--- config.mk ---
export PLATFORM = sky130hd
export DESIGN_NAME = txb_dual_tx_buffer
export DESIGN_NICKNAME = d
export VERILOG_FILES = /design/src/rtl/txb_pkg.sv /design/src/rtl/txb_reg_decode.sv /design/src/rtl/txb_chan_store.sv /design/src/rtl/txb_serializer.sv /design/src/rtl/txb_dual_tx_buffer.sv
export SDC_FILE = /design/constraint.sdc
export NUM_CORES = 1
export LEC_CHECK = 0
export ABC_AREA = 0
export BUFFER_PORTS_ARGS = -buffer_cell sky130_fd_sc_hd__buf_2
export CORE_MARGIN = 4
export CORE_UTILIZATION = 35
export CTS_BUF_LIST = sky130_fd_sc_hd__clkbuf_2
export CTS_CLUSTER_DIAMETER = 50
export DETAILED_ROUTE_END_ITERATION = 8
export GPL_TIMING_DRIVEN = 0
export PLACE_DENSITY = 0.49
export SYNTH_ARGS = -nofsm -noshare
export SYNTH_HDL_FRONTEND = slang
export SYNTH_SLANG_ARGS = --single-unit
--- constraint.sdc ---
create_clock -name clk -period 7.65 [get_ports clk]
set_input_delay 0.3825 -clock clk [delete_from_list [all_inputs] [get_ports clk]]
set_output_delay 0.3825 -clock clk [all_outputs]
set_load 0.02 [all_outputs]
--- src/rtl/txb_pkg.sv ---
package txb_pkg;
  localparam int unsigned WORD_W         = 32;
  localparam int unsigned BYTES_PER_WORD = WORD_W / 8;
  localparam int unsigned ADDR_CHSEL     = 0;
  localparam int unsigned ADDR_DATA      = 1;
  localparam int unsigned ADDR_LEN_BASE  = 2;
endpackage

--- src/rtl/txb_reg_decode.sv ---
module txb_reg_decode #(
  parameter int unsigned NUM_CH = 2,
  parameter int unsigned ADDR_W = 4,
  parameter int unsigned CH_W   = 1
) (
  input  logic              clk,
  input  logic              rst_n,
  input  logic              we,
  input  logic [ADDR_W-1:0] addr,
  input  logic [CH_W-1:0]   wdata_ch,
  input  logic              wdata_go,
  output logic [NUM_CH-1:0] ptr_clr,
  output logic [NUM_CH-1:0] data_we,
  output logic [NUM_CH-1:0] len_we,
  output logic [NUM_CH-1:0] go_req
);
  import txb_pkg::*;

  localparam int unsigned CTL_BASE = ADDR_LEN_BASE + NUM_CH;

  logic [CH_W-1:0] sel_q;
  logic            sel_hit;
  logic            data_hit;

  assign sel_hit  = we && (addr == ADDR_W'(ADDR_CHSEL));
  assign data_hit = we && (addr == ADDR_W'(ADDR_DATA));

  always_ff @(posedge clk or negedge rst_n) begin
    if (!rst_n) sel_q <= '0;
    else if (sel_hit) sel_q <= wdata_ch;
  end

  for (genvar c = 0; c < NUM_CH; c++) begin : g_dec
    assign ptr_clr[c] = sel_hit && (wdata_ch == CH_W'(c));
    assign data_we[c] = data_hit && (sel_q == CH_W'(c));
    assign len_we[c]  = we && (addr == ADDR_W'(ADDR_LEN_BASE + c));
    assign go_req[c]  = we && wdata_go && (addr == ADDR_W'(CTL_BASE + c));
  end


  sel_onehot_chk: assert property (@(posedge clk) disable iff (!rst_n)
    $onehot0(data_we) && $onehot0(ptr_clr));
endmodule

--- src/rtl/txb_chan_store.sv ---
module txb_chan_store #(
  parameter int unsigned DEPTH_WORDS = 16,
  parameter int unsigned LEN_W       = 7,
  parameter int unsigned IDX_W       = 4
) (
  input  logic             clk,
  input  logic             rst_n,
  input  logic             ptr_clr,
  input  logic             data_we,
  input  logic             len_we,
  input  logic             go_req,
  input  logic             fin,
  input  logic [31:0]      wdata,
  input  logic [IDX_W-1:0] rd_idx,
  output logic [31:0]      rd_word,
  output logic [LEN_W-1:0] len_q,
  output logic             busy,
  output logic             done
);
  localparam int unsigned PTR_W = $clog2(DEPTH_WORDS + 1);

  logic [31:0]      mem [DEPTH_WORDS];
  logic [PTR_W-1:0] wptr;
  logic             room;
  logic             store_en;

  assign room     = wptr < PTR_W'(DEPTH_WORDS);
  assign store_en = data_we && !busy && room;
  assign rd_word  = mem[rd_idx];

  always_ff @(posedge clk) begin
    if (store_en) mem[wptr[IDX_W-1:0]] <= wdata;
  end

  always_ff @(posedge clk or negedge rst_n) begin
    if (!rst_n) begin
      wptr  <= '0;
      len_q <= '0;
      busy  <= 1'b0;
      done  <= 1'b0;
    end else begin
      if (ptr_clr) wptr <= '0;
      else if (store_en) wptr <= wptr + PTR_W'(1);

      if (len_we && !busy) len_q <= wdata[LEN_W-1:0];

      if (fin) begin
        busy <= 1'b0;
        done <= 1'b1;
      end else if (go_req && !busy && (len_q != '0)) begin
        busy <= 1'b1;
        done <= 1'b0;
      end
    end
  end


  busy_hold_chk: assert property (@(posedge clk) disable iff (!rst_n)
    busy && !fin |=> busy);

  done_cause_chk: assert property (@(posedge clk) disable iff (!rst_n)
    $rose(done) |-> $past(fin));

  len_lock_chk: assert property (@(posedge clk) disable iff (!rst_n)
    busy && len_we |=> $stable(len_q));

  full_hold_chk: assert property (@(posedge clk) disable iff (!rst_n)
    (wptr == PTR_W'(DEPTH_WORDS)) && !ptr_clr |=> (wptr == PTR_W'(DEPTH_WORDS)));

  zero_len_chk: assert property (@(posedge clk) disable iff (!rst_n)
    go_req && !busy && (len_q == '0) |=> !busy);
endmodule

--- src/rtl/txb_serializer.sv ---
module txb_serializer #(
  parameter int unsigned NUM_CH = 2,
  parameter int unsigned CH_W   = 1,
  parameter int unsigned LEN_W  = 7,
  parameter int unsigned IDX_W  = 4
) (
  input  logic                         clk,
  input  logic                         rst_n,
  input  logic [NUM_CH-1:0]            pend,
  input  logic [NUM_CH-1:0][LEN_W-1:0] lens,
  input  logic [31:0]                  word_in,
  input  logic                         tx_ready,
  output logic [CH_W-1:0]              cur_ch,
  output logic [IDX_W-1:0]             word_idx,
  output logic [7:0]                   tx_data,
  output logic                         tx_valid,
  output logic                         tx_last,
  output logic [NUM_CH-1:0]            fin
);
  logic             active;
  logic [LEN_W-1:0] byte_idx;
  logic [LEN_W-1:0] cur_len;
  logic [LEN_W-1:0] word_pos;
  logic [31:0]      shifted;
  logic [CH_W-1:0]  pick_ch;
  logic             pick_any;
  logic             fire;

  always_comb begin
    pick_ch  = '0;
    pick_any = 1'b0;
    for (int c = NUM_CH - 1; c >= 0; c--) begin
      if (pend[c]) begin
        pick_ch  = CH_W'(c);
        pick_any = 1'b1;
      end
    end
  end

  assign cur_len  = lens[cur_ch];
  assign word_pos = byte_idx >> 2;
  assign word_idx = word_pos[IDX_W-1:0];
  assign shifted  = word_in >> {byte_idx[1:0], 3'b000};
  assign tx_data  = shifted[7:0];
  assign tx_valid = active;
  assign tx_last  = active && (byte_idx == cur_len - LEN_W'(1));
  assign fire     = active && tx_ready;

  always_comb begin
    for (int c = 0; c < NUM_CH; c++) fin[c] = fire && tx_last && (cur_ch == CH_W'(c));
  end

  always_ff @(posedge clk or negedge rst_n) begin
    if (!rst_n) begin
      active   <= 1'b0;
      cur_ch   <= '0;
      byte_idx <= '0;
    end else if (!active) begin
      if (pick_any) begin
        active   <= 1'b1;
        cur_ch   <= pick_ch;
        byte_idx <= '0;
      end
    end else if (fire) begin
      if (tx_last) active <= 1'b0;
      else byte_idx <= byte_idx + LEN_W'(1);
    end
  end


  stall_hold_chk: assert property (@(posedge clk) disable iff (!rst_n)
    tx_valid && !tx_ready |=> tx_valid && $stable(tx_data) && $stable(tx_last));

  no_interleave_chk: assert property (@(posedge clk) disable iff (!rst_n)
    tx_valid && !(tx_ready && tx_last) |=> tx_valid && $stable(cur_ch));

  end_gap_chk: assert property (@(posedge clk) disable iff (!rst_n)
    tx_valid && tx_ready && tx_last |=> !tx_valid);
endmodule

--- src/rtl/txb_dual_tx_buffer.sv ---
module txb_dual_tx_buffer #(
  parameter int unsigned NUM_CH      = 2,
  parameter int unsigned DEPTH_WORDS = 16,
  parameter int unsigned ADDR_W      = 4
) (
  input  logic              clk,
  input  logic              rst_n,
  input  logic              reg_we,
  input  logic [ADDR_W-1:0] reg_addr,
  input  logic [31:0]       reg_wdata,
  output logic [7:0]        tx_data,
  output logic              tx_valid,
  input  logic              tx_ready,
  output logic              tx_last,
  output logic [NUM_CH-1:0] chan_busy,
  output logic [NUM_CH-1:0] chan_done
);
  import txb_pkg::*;

  localparam int unsigned CH_W     = (NUM_CH > 1) ? $clog2(NUM_CH) : 1;
  localparam int unsigned BYTE_CAP = DEPTH_WORDS * BYTES_PER_WORD;
  localparam int unsigned LEN_W    = $clog2(BYTE_CAP + 1);
  localparam int unsigned IDX_W    = $clog2(DEPTH_WORDS);

  logic [NUM_CH-1:0]            ptr_clr, data_we, len_we, go_req, fin;
  logic [NUM_CH-1:0][LEN_W-1:0] lens;
  logic [NUM_CH-1:0][31:0]      words;
  logic [CH_W-1:0]              cur_ch;
  logic [IDX_W-1:0]             word_idx;

  txb_reg_decode #(.NUM_CH(NUM_CH), .ADDR_W(ADDR_W), .CH_W(CH_W)) u_dec (
    .clk      (clk),
    .rst_n    (rst_n),
    .we       (reg_we),
    .addr     (reg_addr),
    .wdata_ch (reg_wdata[CH_W-1:0]),
    .wdata_go (reg_wdata[0]),
    .ptr_clr  (ptr_clr),
    .data_we  (data_we),
    .len_we   (len_we),
    .go_req   (go_req)
  );

  for (genvar c = 0; c < NUM_CH; c++) begin : g_ch
    txb_chan_store #(.DEPTH_WORDS(DEPTH_WORDS), .LEN_W(LEN_W), .IDX_W(IDX_W)) u_store (
      .clk     (clk),
      .rst_n   (rst_n),
      .ptr_clr (ptr_clr[c]),
      .data_we (data_we[c]),
      .len_we  (len_we[c]),
      .go_req  (go_req[c]),
      .fin     (fin[c]),
      .wdata   (reg_wdata),
      .rd_idx  (word_idx),
      .rd_word (words[c]),
      .len_q   (lens[c]),
      .busy    (chan_busy[c]),
      .done    (chan_done[c])
    );
  end

  txb_serializer #(.NUM_CH(NUM_CH), .CH_W(CH_W), .LEN_W(LEN_W), .IDX_W(IDX_W)) u_ser (
    .clk      (clk),
    .rst_n    (rst_n),
    .pend     (chan_busy),
    .lens     (lens),
    .word_in  (words[cur_ch]),
    .tx_ready (tx_ready),
    .cur_ch   (cur_ch),
    .word_idx (word_idx),
    .tx_data  (tx_data),
    .tx_valid (tx_valid),
    .tx_last  (tx_last),
    .fin      (fin)
  );


  valid_owner_chk: assert property (@(posedge clk) disable iff (!rst_n)
    tx_valid |-> chan_busy[cur_ch]);
endmodule

Word level (Yosys, flattened, before mapping)
Memory sizes are Yosys's and may differ from the RTL's.
Cells that the tools add are included.
W data, S select, Z words.

storage, ports and cells
  register bits = 38
  latch bits = 0
  bits in writable memories = 1024
  ROM bits = 0
  bits of input ports = 40
  output and inout bits = 14
  memories = 2

cells by class
  add/subtract/negate cells = 4
  multiply operators = 0
  div/mod/pow operators = 0
  magnitude comparators = 3
  equal/unequal tests = 8
  shift operators = 1
  muxes and demuxes = 31
  bitwise logic cells = 4
  reduce and logical (&&, ||, !) cells = 38

memory list
  memory               depth  bits a word  rd ports  clocked after Yosys merged registers in  wr ports  RTL line              source
  g_ch[0].u_store.mem  16     32           1         0                                        1         txb_chan_store.sv:22  logic [31:0] mem [DEPTH_WORDS];
  g_ch[1].u_store.mem  16     32           1         0                                        1         txb_chan_store.sv:22

operators with widths
  operator               count
  $mux W32               2
  $mux W7                6
  $shr A32 B5 Y8         1
  $logic_and A1 B1 Y1    26
  $mux W5                4
  $mux W1                19
  $reduce_bool A7 Y1     2
  $add A5 B1 Y5 const B  2
  $lt A5 B5 Y1 const B   2
  $reduce_bool A2 Y1     5
  $eq A4 B2 Y1 const B   2
  $eq A4 B3 Y1 const B   2
  $add A7 B1 Y7 const B  1
  $eq A7 B7 Y1           1
  $sub A7 B1 Y7 const B  1
  $eq A4 B1 Y1 const B   1
  $logic_not A4 Y1       1
  $ne A2 B2 Y1 const B   2
  $not A1 Y1             4
  $reduce_and A3 Y1      1
  $logic_not A1 Y1       2
  $lt A1 B2 Y1 const B   1
  $reduce_and A2 Y1      1

Depth between registers and ports, before layout
  word-level depth = 8
  depth in mapped cells = 12
  depth with buffers taken out = 9

By module
Synthesis repeated with hierarchy kept, for this count alone.

unflattened totals
  cells, all modules = 1864
  area total of the unflattened synthesis = 41307.1 µm²

by module, submodules not included
  module              times used  cells an instance  area an instance (µm²)  seq. area each (µm²)
  txb_chan_store      2           857                19824.0                 15725.1
  txb_serializer      1           99                 980.9                   225.2
  txb_dual_tx_buffer  1           36                 544.3                   0.0
  txb_reg_decode      1           15                 133.9                   25.0

Worst setup path before layout
OpenSTA, ideal clock, no wires.

  kind = input -> register
  start = input reg_addr[3]
  end = memory g_ch[0].u_store.mem[3][0], enable pin
  setup time = 0.461 ns
  data arrival time = 3.905 ns
  required time = 7.189 ns
  slack = 3.284 ns
  cell stages on the path = 5
  cell sequence = or3b_1 or4_1 nor2_2 nand2_1 nor3_1

between the ends
  word-level cells in the longest chain between the ends = 7

RTL lines
  what                               RTL line                 source
  start: declaration                 txb_dual_tx_buffer.sv:9  input logic [ADDR_W-1:0] reg_addr,
  $eq A4 B1 Y1                       txb_reg_decode.sv:26     assign data_hit = we && (addr == ADDR_W'(ADDR_DATA));
  $logic_and A1 B1 Y1                txb_reg_decode.sv:26
  $logic_and A1 B1 Y1                txb_reg_decode.sv:35     assign data_we[c] = data_hit && (sel_q == CH_W'(c));
  $logic_and A1 B1 Y1 (2 in series)  txb_chan_store.sv:28     assign store_en = data_we && !busy && room;
  $mux W1                            txb_chan_store.sv:32     if (store_en) mem[wptr[IDX_W-1:0]] <= wdata;
  $mux W1 (not written as such)      txb_chan_store.sv:32
  end: declaration                   txb_chan_store.sv:22

Every way passes these cells.

Worst setup path in the final report
  start = register u_ser.byte_idx[3]
  end = output tx_data[0]

between the ends
  word-level cells in the longest chain between the ends = 4
  elaborated cells between the ends (all ways) = 5
  classes of those cells = shift (1); mux (2); memory (2)

RTL lines
  what                                            RTL line                  source
  start: declaration                              txb_serializer.sv:21      logic [LEN_W-1:0] byte_idx;
  start signal: assignment                        txb_serializer.sv:66      else byte_idx <= byte_idx + LEN_W'(1);
  $mem_v2 Z16 W32                                 n/a
  $mux W32 (not written as such) * (2 in series)  txb_dual_tx_buffer.sv:67  .word_in (words[cur_ch]),
  $shr A32 B5 Y8 *                                txb_serializer.sv:43      assign shifted = word_in >> {byte_idx[1:0], 3'b000};
  end: declaration                                txb_dual_tx_buffer.sv:11  output logic [7:0] tx_data,

Every way passes the cells marked *; elsewhere a longest branch is shown, timed or not. The select of a mux whose other input is x is not followed.

==> impl_metrics.yaml <==
clocking:
  cts.clk_slew.worst_paths_ps: 120
  clk_path_buf_depth: 4
  cts_resized: 0
  postCtsSetupRepairBufs: 0
  root_buffer: "clkbuf_2"
  clk_latency_ps: 1510
  cts.htree.levels: 5
  cts_sinks: 1062
  cts-buffers-inserted: 297
  cts_tree: "yes"
cells_and_area:
  syn_to_final_growth_pct: 17.5
  nFillCells: 10600
  drive_gt1_share_pct: 32.9
  final_util_pct: 41.4
  fin_nets: 2621
  fin_cells: 4290
  final_cell_area_um2: 48900
setup_path:
  cp.required_ps: 7270
  path_common_cell: "buf_2"
  crit_arrival_ps: 6130
  max_stage_delay_ps: 750
  end_kind: "primary output"
  crit_chain: "buf_2, nor2_1, clkbuf_1, clkbuf_2, a22oi_1, nand2_1, nand3_1, a31oi_1, buf_2"
  cp_max_fo: 11
  rr_worst_depth: 6
  worstSetupPathType: "register to primary output"
  critPathTopFamily: "buffers and inverters"
  slowest_stage: "clkbuf_2"
  critPathBufInv: 4
  worstReg2RegEnd: "g_ch[0].u_store.done"
  cp-start-kind: "register"
  r2r-start: "u_ser.cur_ch"
  r2r_setup_slack_ps: 3360
global_routing:
  grt_overflow: 0
  grt_pass1_vias: 25000
  grt_usage_pct: 22.4
  grt.busiest_layer: "met2"
  grt_first_pass_wirelength_um: 194000
  use_met1_pct: 30.2
  grtUsageMet3_pct: 4.73
  met2_usage_pct: 36.5
  antenna_found_initial: 8
  grt_max_degree: 39
sta:
  tightestPinTransition_ps: 1420
  timing.final.crit_share_pct: 85.2
  rsz0062_at_grt: "false"
  finalHoldViolCount: 0
  slew_violations: 0
  fin_crit_ps: 6520
  hold_ws_ps: 227
  finalClockSkew_ps: 172
  relSlewSlack_pct: 5.19
  fmax_ghz: 0.153
  setup_slack_ps: 1130
  setup_violations: 0
place:
  dp.cells: 3705
  place_ws_ps: 2390
  placedInstanceArea_um2: 45400
  dp_hpwl_um: 90800
  place_congestion: 0.839
  port_buffers: 53
synth:
  yosys_warnings: 0
  syn_nets: 2088
  synth_edf_count: 1024
  avgSynthCellArea_um2: 20.4
  synthesis.area_um2: 41700
  synth_cell_type_count: 68
  ys_async_sr_fraction_pct: 3.58
  synth-seq-cells: 1062
  synth_ff_type: "edfxtp_1"
  synth_seq_area_share_pct: 76.1
  synthCells: 2038
outcome:
  outcome: "completed"
drt:
  vias: 24000
  routed_via_density: 5.59
  drt_iter0_drc: 2946
  wl_per_cell_um: 32.8
  first_pass_iters: 6
  drc: 0
  wl_um: 141000
  ant_nets: 0
power_and_ir_drop:
  p_per_area_nw_per_um2: 305
  p_leak_uw: 0.0164
  ir_worst_vdd_v: 0.000117
floorplan:
  core_region_area_um2: 118000
  start_util_pct: 35.3
  fp.dieH_um: 353
  row_count: 126
  num_io_pins: 54
  die-area_um2: 125000
  dieWidth_um: 353
flow_run:
  drv_cap: 0
min_path:
  holdPathStages: 6
  whs_endpoint: "g_ch[1].u_store.len_q[0]"
  hold_path_class: "input pin to register"
  hp-start: "reg_addr[0]"
[where the power goes]
part	switching (µW)	internal [µW]
logic	2860	1720
clock network	2330	1590
registers	40.9	6390
total	5230	9710
[flip-flops by register name (all words and copies together) (netlist names)]
name / flops
u_ser.tx_valid: 1
u_ser.byte_idx: 7
g_ch.u_store.wptr: 10
u_dec.sel_q: 1
g_ch.u_store.done: 2
u_ser.cur_ch: 1
g_ch.u_store.busy: 2
g_ch.u_store.mem: 1024
g_ch.u_store.len_q: 14
[layout make-up]
type                       instances  area (µm²)  share of cell area (%)
buffer                           120         786                    1.61
multi-input combinational        847        9360                    19.1
clock buffer                     409        2050                    4.18
clock inverter                    69         410                   0.839
tap                             1536        1920                    3.93
antenna                            4        10.0                  0.0205
sequential                      1062       31700                    64.8
inverter                           9        33.8                  0.0690
timing repair buffer             234        2670                    5.45
[kinds of logic after synthesis]
kind of cell / count (synthesis) / share of synthesized area [%]
flops: 1062 / 76.1
mux: 361 / 14.9
simple gates: 239 / 2.69
compound gates: 218 / 3.64
buf+inv: 129 / 1.96
xor+xnor: 19 / 0.399
fa+ha+maj: 10 / 0.300
[metrics by stage]
| stage | setup TNS [ps] | power [µW] |
|---|---|---|
| final | 0 | 14900 |
| after global routing | 0 | 15600 |
| after CTS | 0 | 15000 |
| after detailed placement | 0 | 11100 |
| after global placement | -373740 | 11100 |
| after floorplan | 0 | 9230 |
[routing by layer]
metal / wire length (µm) / vias up
met3: 10800 / 257
met1: 58500 / 12800
li1: - / 9672
met5: 0 / -
met2: 67400 / 1197
met4: 3930 / 0
[cells in the mapped netlist, drive strengths merged (3+ instances only)]
cell type / n / area (µm²)
a2111oi: 9 / 93.8
a211oi: 13 / 97.6
a21oi: 48 / 240
a221o: 4 / 40.0
a221oi: 5 / 43.8
a22o: 10 / 87.6
a22oi: 22 / 165
a311oi: 6 / 52.6
a31oi: 15 / 109
and2: 7 / 43.8
buf: 82 / 638
clkbuf: 38 / 144
dfrtp: 38 / 951
edfxtp: 1024 / 30700
ha: 10 / 125
inv: 9 / 33.8
mux2: 14 / 158
mux2i: 141 / 1410
mux4: 206 / 4640
nand2: 71 / 267
nand2b: 12 / 75.1
nand3: 15 / 80.1
nand3b: 5 / 37.5
nand4: 3 / 18.8
nor2: 73 / 277
nor2b: 6 / 37.5
nor3: 30 / 150
nor3b: 3 / 22.5
nor4: 3 / 25.0
o211ai: 6 / 45.0
o21ai: 35 / 179
o221ai: 21 / 184
o22ai: 10 / 62.6
o32ai: 3 / 26.3
or3: 4 / 25.0
xnor2: 8 / 70.1
xor2: 11 / 96.3
[placed cells by master (no fill, tap or decap), drive strengths merged, types with 6 or more instances in the layout]
cell / n
a2111oi: 9
a211oi: 13
a21oi: 48
a22o: 10
a22oi: 22
a311oi: 6
a31oi: 15
and2: 7
buf: 220
clkbuf: 447
clkinv: 58
dfrtp: 38
dlygate4sd3: 96
edfxtp: 1024
ha: 10
inv: 15
mux2: 14
mux2i: 141
mux4: 206
nand2: 71
nand2b: 12
nand3: 15
nor2: 73
nor2b: 6
nor3: 30
o211ai: 6
o21ai: 35
o221ai: 21
o22ai: 10
xnor2: 8
xor2: 11
[what timing repair did]
action                                   CTS  global route
endpoints found under the setup margin     0             0
hold endpoints to repair                1238             0
hold buffers                             103             0
[worst reg2reg max path, delay by kind of cell (launching register included)]
| family | cells | cell delay [ps] |
|---|---|---|
| buffers and inverters | 5 | 3580 |
| AO/OA/AOI/OAI | 1 | 240 |
| flip-flops | 1 | 370 |
[worst max path at each step]
stage / start / to / slack [ps] / cells past startpoint
3_5_place_dp: u_ser.byte_idx[3] / tx_data[0] / 2390 / 9
2_1_floorplan: reg_addr[3] / g_ch[0].u_store.mem[3][0] / 3280 / 5
6_report: u_ser.byte_idx[3] / tx_data[0] / 1130 / 9
3_3_place_gp: reg_addr[3] / g_ch[1].u_store.mem[3][23] / -1800 / 6
5_1_grt: u_ser.byte_idx[3] / tx_data[0] / 910 / 9
4_1_cts: u_ser.byte_idx[3] / tx_data[0] / 770 / 9
(Power assumes the default switching activity.)
